--- src/rtl/hb_pkg.sv ---
package hb_pkg;

  typedef enum logic [2:0] {
    ST_IDLE,
    ST_DRIVE,
    ST_GUARD,
    ST_DECAY,
    ST_SYNC,
    ST_BRAKE
  } hb_state_e;

  typedef enum logic [2:0] {
    CMD_STBY,
    CMD_OFF,
    CMD_FWD,
    CMD_REV,
    CMD_BRK
  } hb_cmd_e;

  typedef struct packed {
    logic hs_a;
    logic hs_b;
    logic ls_a;
    logic ls_b;
  } hb_gates_t;

endpackage

--- src/rtl/hb_cmd_decode.sv ---
module hb_cmd_decode
  import hb_pkg::*;
(
  input  logic    en_i,
  input  logic    fwd_i,
  input  logic    rev_i,
  output hb_cmd_e cmd_o
);
  always_comb begin
    if (!en_i)               cmd_o = CMD_STBY;
    else if (fwd_i && rev_i) cmd_o = CMD_BRK;
    else if (fwd_i)          cmd_o = CMD_FWD;
    else if (rev_i)          cmd_o = CMD_REV;
    else                     cmd_o = CMD_OFF;
  end
endmodule

--- src/rtl/hb_gate_map.sv ---
module hb_gate_map
  import hb_pkg::*;
(
  input  hb_state_e state_i,
  input  logic      dir_i,    // 0 forward, 1 reverse
  output hb_gates_t gates_o
);
  always_comb begin
    gates_o = '0;
    unique case (state_i)
      ST_DRIVE: begin
        gates_o.hs_a = !dir_i;
        gates_o.ls_b = !dir_i;
        gates_o.hs_b = dir_i;
        gates_o.ls_a = dir_i;
      end
      ST_SYNC: begin
        gates_o.hs_b = !dir_i;
        gates_o.ls_a = !dir_i;
        gates_o.hs_a = dir_i;
        gates_o.ls_b = dir_i;
      end
      ST_DECAY, ST_BRAKE: begin
        gates_o.ls_a = 1'b1;
        gates_o.ls_b = 1'b1;
      end
      default: gates_o = '0;
    endcase
  end
endmodule

--- src/rtl/hb_interval_timer.sv ---
module hb_interval_timer #(
  parameter int CW = 8
) (
  input  logic          clk,
  input  logic          rst,
  input  logic          load_i,
  input  logic [CW-1:0] load_val_i,
  output logic          zero_o
);
  logic [CW-1:0] cnt_q;

  always_ff @(posedge clk) begin
    if (rst)               cnt_q <= '0;
    else if (load_i)       cnt_q <= load_val_i;
    else if (cnt_q != '0)  cnt_q <= cnt_q - 1'b1;
  end

  assign zero_o = (cnt_q == '0);

  a_r8_no_wrap: assert property (@(posedge clk) disable iff (rst)
    (!load_i && zero_o) |=> zero_o);
endmodule

--- src/rtl/hb_gate_seq.sv ---
module hb_gate_seq
  import hb_pkg::*;
#(
  parameter int GUARD_CYC = 12,
  parameter int BLANK_CYC = 100,
  parameter int DECAY_CYC = 1000,
  parameter int SYNC_MAX  = 500
) (
  input  logic clk,
  input  logic rst,
  input  logic en_i,
  input  logic fwd_i,
  input  logic rev_i,
  input  logic ilim_i,
  input  logic izero_i,
  output logic hs_a_o,
  output logic hs_b_o,
  output logic ls_a_o,
  output logic ls_b_o
);
  localparam int MAX_AB = (GUARD_CYC > BLANK_CYC) ? GUARD_CYC : BLANK_CYC;
  localparam int MAX_CD = (DECAY_CYC > SYNC_MAX) ? DECAY_CYC : SYNC_MAX;
  localparam int MAXV   = (MAX_AB > MAX_CD) ? MAX_AB : MAX_CD;
  localparam int CW     = $clog2(MAXV + 1);
  localparam logic [CW-1:0] LD_GUARD = CW'(GUARD_CYC - 1);
  localparam logic [CW-1:0] LD_BLANK = CW'(BLANK_CYC);
  localparam logic [CW-1:0] LD_DECAY = CW'(DECAY_CYC - 1);
  localparam logic [CW-1:0] LD_SYNC  = CW'(SYNC_MAX - 1);

  hb_cmd_e   cmd;
  hb_state_e state_q, state_d, tgt_q, tgt_d;
  logic      dir_q, dir_d, tdir_q, tdir_d;
  logic      tmr_zero, tmr_load;
  logic [CW-1:0] tmr_val;
  hb_gates_t gates_d, gates_q;
  logic      cmd_dir, cmd_new;

  hb_cmd_decode u_dec (.en_i(en_i), .fwd_i(fwd_i), .rev_i(rev_i), .cmd_o(cmd));

  assign cmd_dir = (cmd == CMD_FWD) || (cmd == CMD_REV);
  assign cmd_new = (cmd == CMD_REV);

  always_comb begin
    state_d = state_q;
    dir_d   = dir_q;
    tgt_d   = tgt_q;
    tdir_d  = tdir_q;
    if (cmd == CMD_STBY) begin
      state_d = ST_IDLE;
    end else begin
      unique case (state_q)
        ST_IDLE: begin
          if (cmd_dir) begin
            state_d = ST_DRIVE;
            dir_d   = cmd_new;
          end else if (cmd == CMD_BRK) begin
            state_d = ST_BRAKE;
          end
        end
        ST_DRIVE, ST_DECAY: begin
          if (cmd == CMD_OFF) begin
            state_d = ST_GUARD; tgt_d = ST_SYNC; tdir_d = dir_q;
          end else if (cmd == CMD_BRK) begin
            state_d = (state_q == ST_DECAY) ? ST_BRAKE : ST_GUARD;
            tgt_d   = ST_BRAKE;
          end else if (cmd_new != dir_q) begin
            state_d = ST_GUARD; tgt_d = ST_DRIVE; tdir_d = cmd_new;
          end else if (tmr_zero && (state_q == ST_DECAY)) begin
            state_d = ST_GUARD; tgt_d = ST_DRIVE; tdir_d = dir_q;
          end else if (tmr_zero && ilim_i) begin
            state_d = ST_GUARD; tgt_d = ST_DECAY; tdir_d = dir_q;
          end
        end
        ST_GUARD: begin
          if (tmr_zero) begin
            state_d = tgt_q;
            dir_d   = tdir_q;
          end
        end
        ST_BRAKE: begin
          if (cmd == CMD_OFF) begin
            state_d = ST_IDLE;
          end else if (cmd_dir) begin
            state_d = ST_GUARD; tgt_d = ST_DRIVE; tdir_d = cmd_new;
          end
        end
        ST_SYNC: begin
          if (cmd_dir) begin
            state_d = ST_GUARD; tgt_d = ST_DRIVE; tdir_d = cmd_new;
          end else if (cmd == CMD_BRK) begin
            state_d = ST_GUARD; tgt_d = ST_BRAKE;
          end else if (izero_i || tmr_zero) begin
            state_d = ST_IDLE;
          end
        end
        default: state_d = ST_IDLE;
      endcase
    end
  end

  always_comb begin
    unique case (state_d)
      ST_GUARD: tmr_val = LD_GUARD;
      ST_DRIVE: tmr_val = LD_BLANK;
      ST_DECAY: tmr_val = LD_DECAY;
      ST_SYNC:  tmr_val = LD_SYNC;
      default:  tmr_val = '0;
    endcase
  end
  assign tmr_load = (state_d != state_q);

  hb_interval_timer #(.CW(CW)) u_tmr (
    .clk(clk), .rst(rst), .load_i(tmr_load), .load_val_i(tmr_val), .zero_o(tmr_zero)
  );

  hb_gate_map u_map (.state_i(state_d), .dir_i(dir_d), .gates_o(gates_d));

  always_ff @(posedge clk) begin
    if (rst) begin
      state_q <= ST_IDLE;
      tgt_q   <= ST_IDLE;
      dir_q   <= 1'b0;
      tdir_q  <= 1'b0;
      gates_q <= '0;
    end else begin
      state_q <= state_d;
      tgt_q   <= tgt_d;
      dir_q   <= dir_d;
      tdir_q  <= tdir_d;
      gates_q <= gates_d;
    end
  end

  assign hs_a_o = gates_q.hs_a;
  assign hs_b_o = gates_q.hs_b;
  assign ls_a_o = gates_q.ls_a;
  assign ls_b_o = gates_q.ls_b;

  a_r3_no_shoot: assert property (@(posedge clk) disable iff (rst)
    !(hs_a_o && ls_a_o) && !(hs_b_o && ls_b_o));
  a_r1_standby: assert property (@(posedge clk) disable iff (rst)
    !en_i |=> !(hs_a_o || hs_b_o || ls_a_o || ls_b_o));
  a_r4_guard_hs_a: assert property (@(posedge clk) disable iff (rst)
    hs_a_o |=> !ls_a_o);
  a_r4_guard_ls_a: assert property (@(posedge clk) disable iff (rst)
    ls_a_o |=> !hs_a_o);
  a_r4_guard_hs_b: assert property (@(posedge clk) disable iff (rst)
    hs_b_o |=> !ls_b_o);
  a_r4_guard_ls_b: assert property (@(posedge clk) disable iff (rst)
    ls_b_o |=> !hs_b_o);
endmodule

--- config.mk ---
export PLATFORM = sky130hd
export DESIGN_NAME = hb_gate_seq
export DESIGN_NICKNAME = d
export VERILOG_FILES = /design/src/rtl/hb_pkg.sv /design/src/rtl/hb_cmd_decode.sv /design/src/rtl/hb_gate_map.sv /design/src/rtl/hb_interval_timer.sv /design/src/rtl/hb_gate_seq.sv
export SDC_FILE = /design/constraint.sdc
export NUM_CORES = 1
export LEC_CHECK = 0
export CORE_MARGIN = 3
export CORE_UTILIZATION = 30
export DETAILED_ROUTE_END_ITERATION = 8
export GPL_ROUTABILITY_DRIVEN = 0
export SYNTH_ARGS = -nofsm -noshare
export SYNTH_HDL_FRONTEND = slang
export SYNTH_SLANG_ARGS = --single-unit
export TNS_END_PERCENT = 5
--- constraint.sdc ---
create_clock -name clk -period 4.3 [get_ports clk]
set_input_delay 0.86 -clock clk [delete_from_list [all_inputs] [get_ports clk]]
set_output_delay 0.86 -clock clk [all_outputs]
set_load 0.01 [all_outputs]
Word level (Yosys, flattened, before mapping). Cells that the tools add are included.

Flip-flop bits (word level): 22. Output and inout port bits: 4.

Add/sub/neg operators: 1. Equality and inequality tests: 22. Multiplexer cells: 47. Bitwise logic cells: 1. Reductions and logical operators: 16.

Operator list (count): $mux 3 (27); $pmux 10 s4 (1); $mux 10 (2); $eq 3x2->1 const B (6); $eq 3x3->1 const B (5); $pmux 3 s5 (1); $logic_not 10->1 (1); $mux 1 (10); $reduce_bool 10->1 (1); $sub 10x1->10 const B (1); $eq 3x1->1 const B (3); $pmux 3 s3 (1); $logic_not 3->1 (2); $ne 3x3->1 const B (2); $ne 6x6->1 const B (1); $pmux 2 s3 (1); $reduce_and 6->1 (1); $ne 5x5->1 const B (1); $reduce_and 5->1 (1); $ne 2x2->1 const B (2); $pmux 2 s2 (1); $reduce_or 2->1 (2); $logic_and 1x1->1 (3); $ne 3x3->1 (1); other kinds (9) (10).

Longest topological paths before layout.
Depth after elaboration: 14. Depth in mapped cells: 11. Mapped depth without buffers: 9.

Modules after synthesis. Synthesis repeated with hierarchy kept, for this count alone.

Cells, all modules: 226. Area, all modules: 1742.9 um^2.

By module, submodules not included: hb_gate_seq (times used 1, cells an instance 134, area an instance 1006.0 um^2); hb_interval_timer (times used 1, cells an instance 73, area an instance 613.1 um^2); hb_gate_map (times used 1, cells an instance 15, area an instance 85.1 um^2); hb_cmd_decode (times used 1, cells an instance 4, area an instance 38.8 um^2).

Least setup slack after synthesis. Ideal clock, no wire load.

Path type: input-to-reg. From: input fwd_i. To: register u_tmr.cnt_q[7]. Library setup time: 0.130 ns. Arrival time: 3.105 ns. Required time: 4.170 ns. Setup slack: 1.065 ns. Stages: 10. Path buffers: 2. Cells stage by stage: ha_1 > buf_2 > nor4b_2 > o22ai_1 > a221oi_2 > o21ai_1 > buf_2 > a221o_1 > o221ai_1 > o41ai_1.

Longest elaborated chain between the ends: 13. Elaborated cells between the ends (all ways): 30. Classes of those cells: eq/ne: 10; mux: 16; reduce/logical: 4.

RTL lines: start, declared (RTL line hb_gate_seq.sv:12) `input logic fwd_i,`; $mux 3 / $logic_and 1x1->1 (equally long branches) (RTL line hb_cmd_decode.sv:12, hb_cmd_decode.sv:11); $mux 3 * (RTL line hb_cmd_decode.sv:11) `else if (fwd_i && rev_i) cmd_o = CMD_BRK;`; $mux 3 * (RTL line hb_cmd_decode.sv:10) `if (!en_i) cmd_o = CMD_STBY;`; $eq 3x2->1 (RTL line hb_gate_seq.sv:40, hb_gate_seq.sv:41); $ne 1x1->1 (RTL line hb_gate_seq.sv:66) `end else if (cmd_new != dir_q) begin`; $mux 3 (RTL line hb_gate_seq.sv:66); $mux 3 (RTL line hb_gate_seq.sv:63) `end else if (cmd == CMD_BRK) begin`; $mux 3 (RTL line hb_gate_seq.sv:61) `if (cmd == CMD_OFF) begin`; $pmux 3 s5 (RTL line hb_gate_seq.sv:51) `unique case (state_q)`; $mux 3 * (RTL line hb_gate_seq.sv:48) `if (cmd == CMD_STBY) begin`; $eq 3x3->1, or another cell as far along (RTL line hb_gate_seq.sv:102) `unique case (state_d)`; $pmux 10 s4 (RTL line hb_gate_seq.sv:102); $mux 10 (RTL line hb_interval_timer.sv:14) `else if (load_i) cnt_q <= load_val_i;`; end signal, assigned (RTL line hb_interval_timer.sv:14); end signal, assigned (RTL line hb_interval_timer.sv:15) `else if (cnt_q != '0) cnt_q <= cnt_q - 1'b1;`; end, declared (RTL line hb_interval_timer.sv:10) `logic [CW-1:0] cnt_q;`.

Mark *: on every way between the ends. The rest lies on a longest branch, timed or not. A chain may end at the register's enable or synchronous reset.

Worst setup path after layout.
From: input fwd_i. To: register u_tmr.cnt_q[0].

Same word-level chain as after synthesis.

==> impl_metrics.json <==
{
  "grt_pass1_vias": 1563,
  "cp_slowest_cell": "clkdlybuf4s50_1",
  "final_core_util_pct": 35.9,
  "async_flop_share_pct": 0,
  "synthCells": 217,
  "yosysSeqAreaShare_pct": 24.8,
  "cts_tree": "built",
  "wl_met2_um": 2080,
  "drv_slew": 0,
  "synth_common_cells": "nor2_1, dfxtp_1, a21oi_1, nand2_1",
  "routed_wl_um": 4590,
  "viasPerCell": 5.79,
  "htree_levels": 1,
  "worst_path_largest_cell_delay_ns": 0.63,
  "diodes": 0,
  "yosys_register_bits": 22,
  "critPathRequiredTime_ns": 4.43,
  "seqPwrFrac_pct": 31.4,
  "fillers": 614,
  "pre_cts_slack_ns": 0.309,
  "p_leak_nw": 0.697,
  "clock_skew_ns": 0.00284,
  "drcViolationCount": 0,
  "ant_nets": 0,
  "root_buffer": "clkbuf_8",
  "avgSynthCellArea_sq_um": 8.17,
  "syn_to_final_growth_pct": 13.5,
  "cp_data_arrival_time_ns": 3.88,
  "power.density_mw_per_mm2": 485,
  "p_sw_share_pct": 42.7,
  "setup_viol": 0,
  "comb_power_share_pct": 52.7,
  "synth_edf_count": 0,
  "grt_first_pass_wirelength_um": 7750,
  "port_buffers": 10,
  "routedLengthMet1_um": 2130,
  "slew-limit-headroom_pct": 55.1,
  "yosysUniqueCellTypes": 62,
  "yosysTopAreaCell": "dfxtp_1",
  "die_x_um": 82.9,
  "path_class": "in -> reg",
  "rsz0062_at_grt": "no",
  "finalHoldViolations": 0,
  "cp_cell_sequence": "clkdlybuf4s50_1, ha_1, and4b_1, nor4b_1, a221oi_2, o21ai_1, a221o_1, o22ai_1, o32ai_1",
  "track_usage_pct": 13.4,
  "period_share_pct": 87.1,
  "placed_cell_area_sq_mm": 0.00196,
  "clk_pin_slew_ns": 0.08,
  "drt-initial-drc-count": 183,
  "layout_setup_ws_ns": 0.554,
  "final_area_sq_mm": 0.00201,
  "hpwl_um": 3370,
  "maxCapViolations": 0,
  "drive_gt1_share_pct": 12.4,
  "insertion_delay_ns": 0.27,
  "synth_most_common_cell": "nor2_1",
  "io_pins": 11,
  "synth.top_cell.area_share_pct": 24.8,
  "p_int_w": 0.000559,
  "cts_resized": 0,
  "initial_core_util_pct": 31.6,
  "grt_max_degree": 18,
  "end_kind": "flop",
  "p_sw_w": 0.000417,
  "core_sq_mm": 0.00561,
  "die_area_sq_mm": 0.00687,
  "antenna_found_initial": 0,
  "synth_warnings": 0,
  "grt.overflow.total": 0,
  "p_clk_share_pct": 15.8,
  "cts_made_buffers": 3,
  "synth-main-ff-cell": "dfxtp_1",
  "dieHeight_um": 82.9,
  "nNetsFinal": 235,
  "route.met3.wl_um": 304,
  "stdcell_count": 297,
  "fin_crit_ns": 3.75,
  "clockBufferDepth": 2,
  "syn_nets": 226,
  "status": "complete, no violations",
  "crit_fanout": 13,
  "setup_tns_ns": 0,
  "via_count": 1720,
  "fmax_ghz": 0.267,
  "place_inst": 293,
  "wl_per_cell_um": 15.4,
  "cts_setup_buffers": 0,
  "maxUsedRoutingLayer": "met4",
  "core.rowCount": 27,
  "vdd_ir_drop_max_v": 0.000204,
  "hold_buffers": 0,
  "syn_area_sq_mm": 0.00177,
  "min-delay-path-class": "reg -> reg",
  "yosys-top-cells-area": "dfxtp_1, nor2_1, a21oi_1",
  "worstMarginPinSlew_ns": 0.672,
  "startpoint_type": "input pin",
  "drtPass1Iterations": 4,
  "cts.sinks": 22
}
-- registers in the layout, summed over array words and instances, names as in the netlist --
name         flops
ls_b_o           1
tdir_q           1
state_q          3
u_tmr.cnt_q     10
hs_b_o           1
ls_a_o           1
tgt_q            3
hs_a_o           1
dir_q            1
-- area by class of cell --
class / instances / area (sq um) / area share (%)
clock buffers: 4 / 55.1 / 2.73
inverters: 6 / 22.5 / 1.12
repair buffers: 16 / 145 / 7.21
multi-input cells: 177 / 1260 / 62.6
well taps: 72 / 90.1 / 4.47
flip-flops and latches: 22 / 440 / 21.9
-- cell families after synthesis --
family / share of synthesized area, %
mux: 4.09
simple gates: 32.0
fa+ha+maj: 1.41
xor+xnor: 3.46
buf+inv: 4.09
compound gates: 30.1
flops: 24.8
-- path summary, 6_finish.rpt --
check / startpoint / cells past startpoint / to / slack (ns)
setup / recovery: fwd_i / 9 / u_tmr.cnt_q[0] / 0.55
hold / removal: tdir_q / 2 / tdir_q / 0.51
setup reg to reg: u_tmr.cnt_q[0] / 9 / u_tmr.cnt_q[0] / 1.26
hold reg to reg: tdir_q / 2 / tdir_q / 0.51
-- metrics by stage --
stage	hold slack, ns	power [W]
3_5_place_dp	0.490	0.000821
5_1_grt	0.533	0.00105
2_1_floorplan	0.451	0.000713
3_3_place_gp	0.480	0.000820
6_report	0.506	0.000976
4_1_cts	0.512	0.000979
-- power by group through the flow --
stage	clock, W	combinational (W)	sequential, W
3_5_place_dp	0	0.000510	0.000311
4_1_cts	0.000159	0.000514	0.000306
6_report	0.000155	0.000515	0.000307
2_1_floorplan	0	0.000414	0.000299
3_3_place_gp	0	0.000510	0.000309
5_1_grt	0.000167	0.000570	0.000316
-- layer usage --
metal  track usage [%]  vias up
met5                 0        -
met4              4.16        0
met3              2.18        8
met2              20.8       54
met1              19.0      801
li1                  -      857
-- cell usage in the layout, fill, tap and decap left out, drive strengths merged, types with 3 or more instances in the layout --
cell type	n
nor2	23
dfxtp	22
a21oi	16
nand2	13
clkdlybuf4s50	10
o21ai	10
a211oi	8
o211ai	7
inv	6
nor2b	6
nand4	6
buf	6
nand3	6
nand2b	5
mux2i	5
xnor2	4
clkbuf	4
nor3	4
nor4	4
nor4b	4
o32ai	4
and2	3
o22ai	3
xor2	3
o31ai	3
-- worst max-delay path: cells and delay by family --
kind | cells | cell delay, ns
AO/OA/AOI/OAI | 5 | 1.35
AND/OR/NAND/NOR | 2 | 0.59
adder cells (fa/ha/maj) | 1 | 0.46
buffers and inverters | 1 | 0.63
Power figures use the tool's default switching activity.
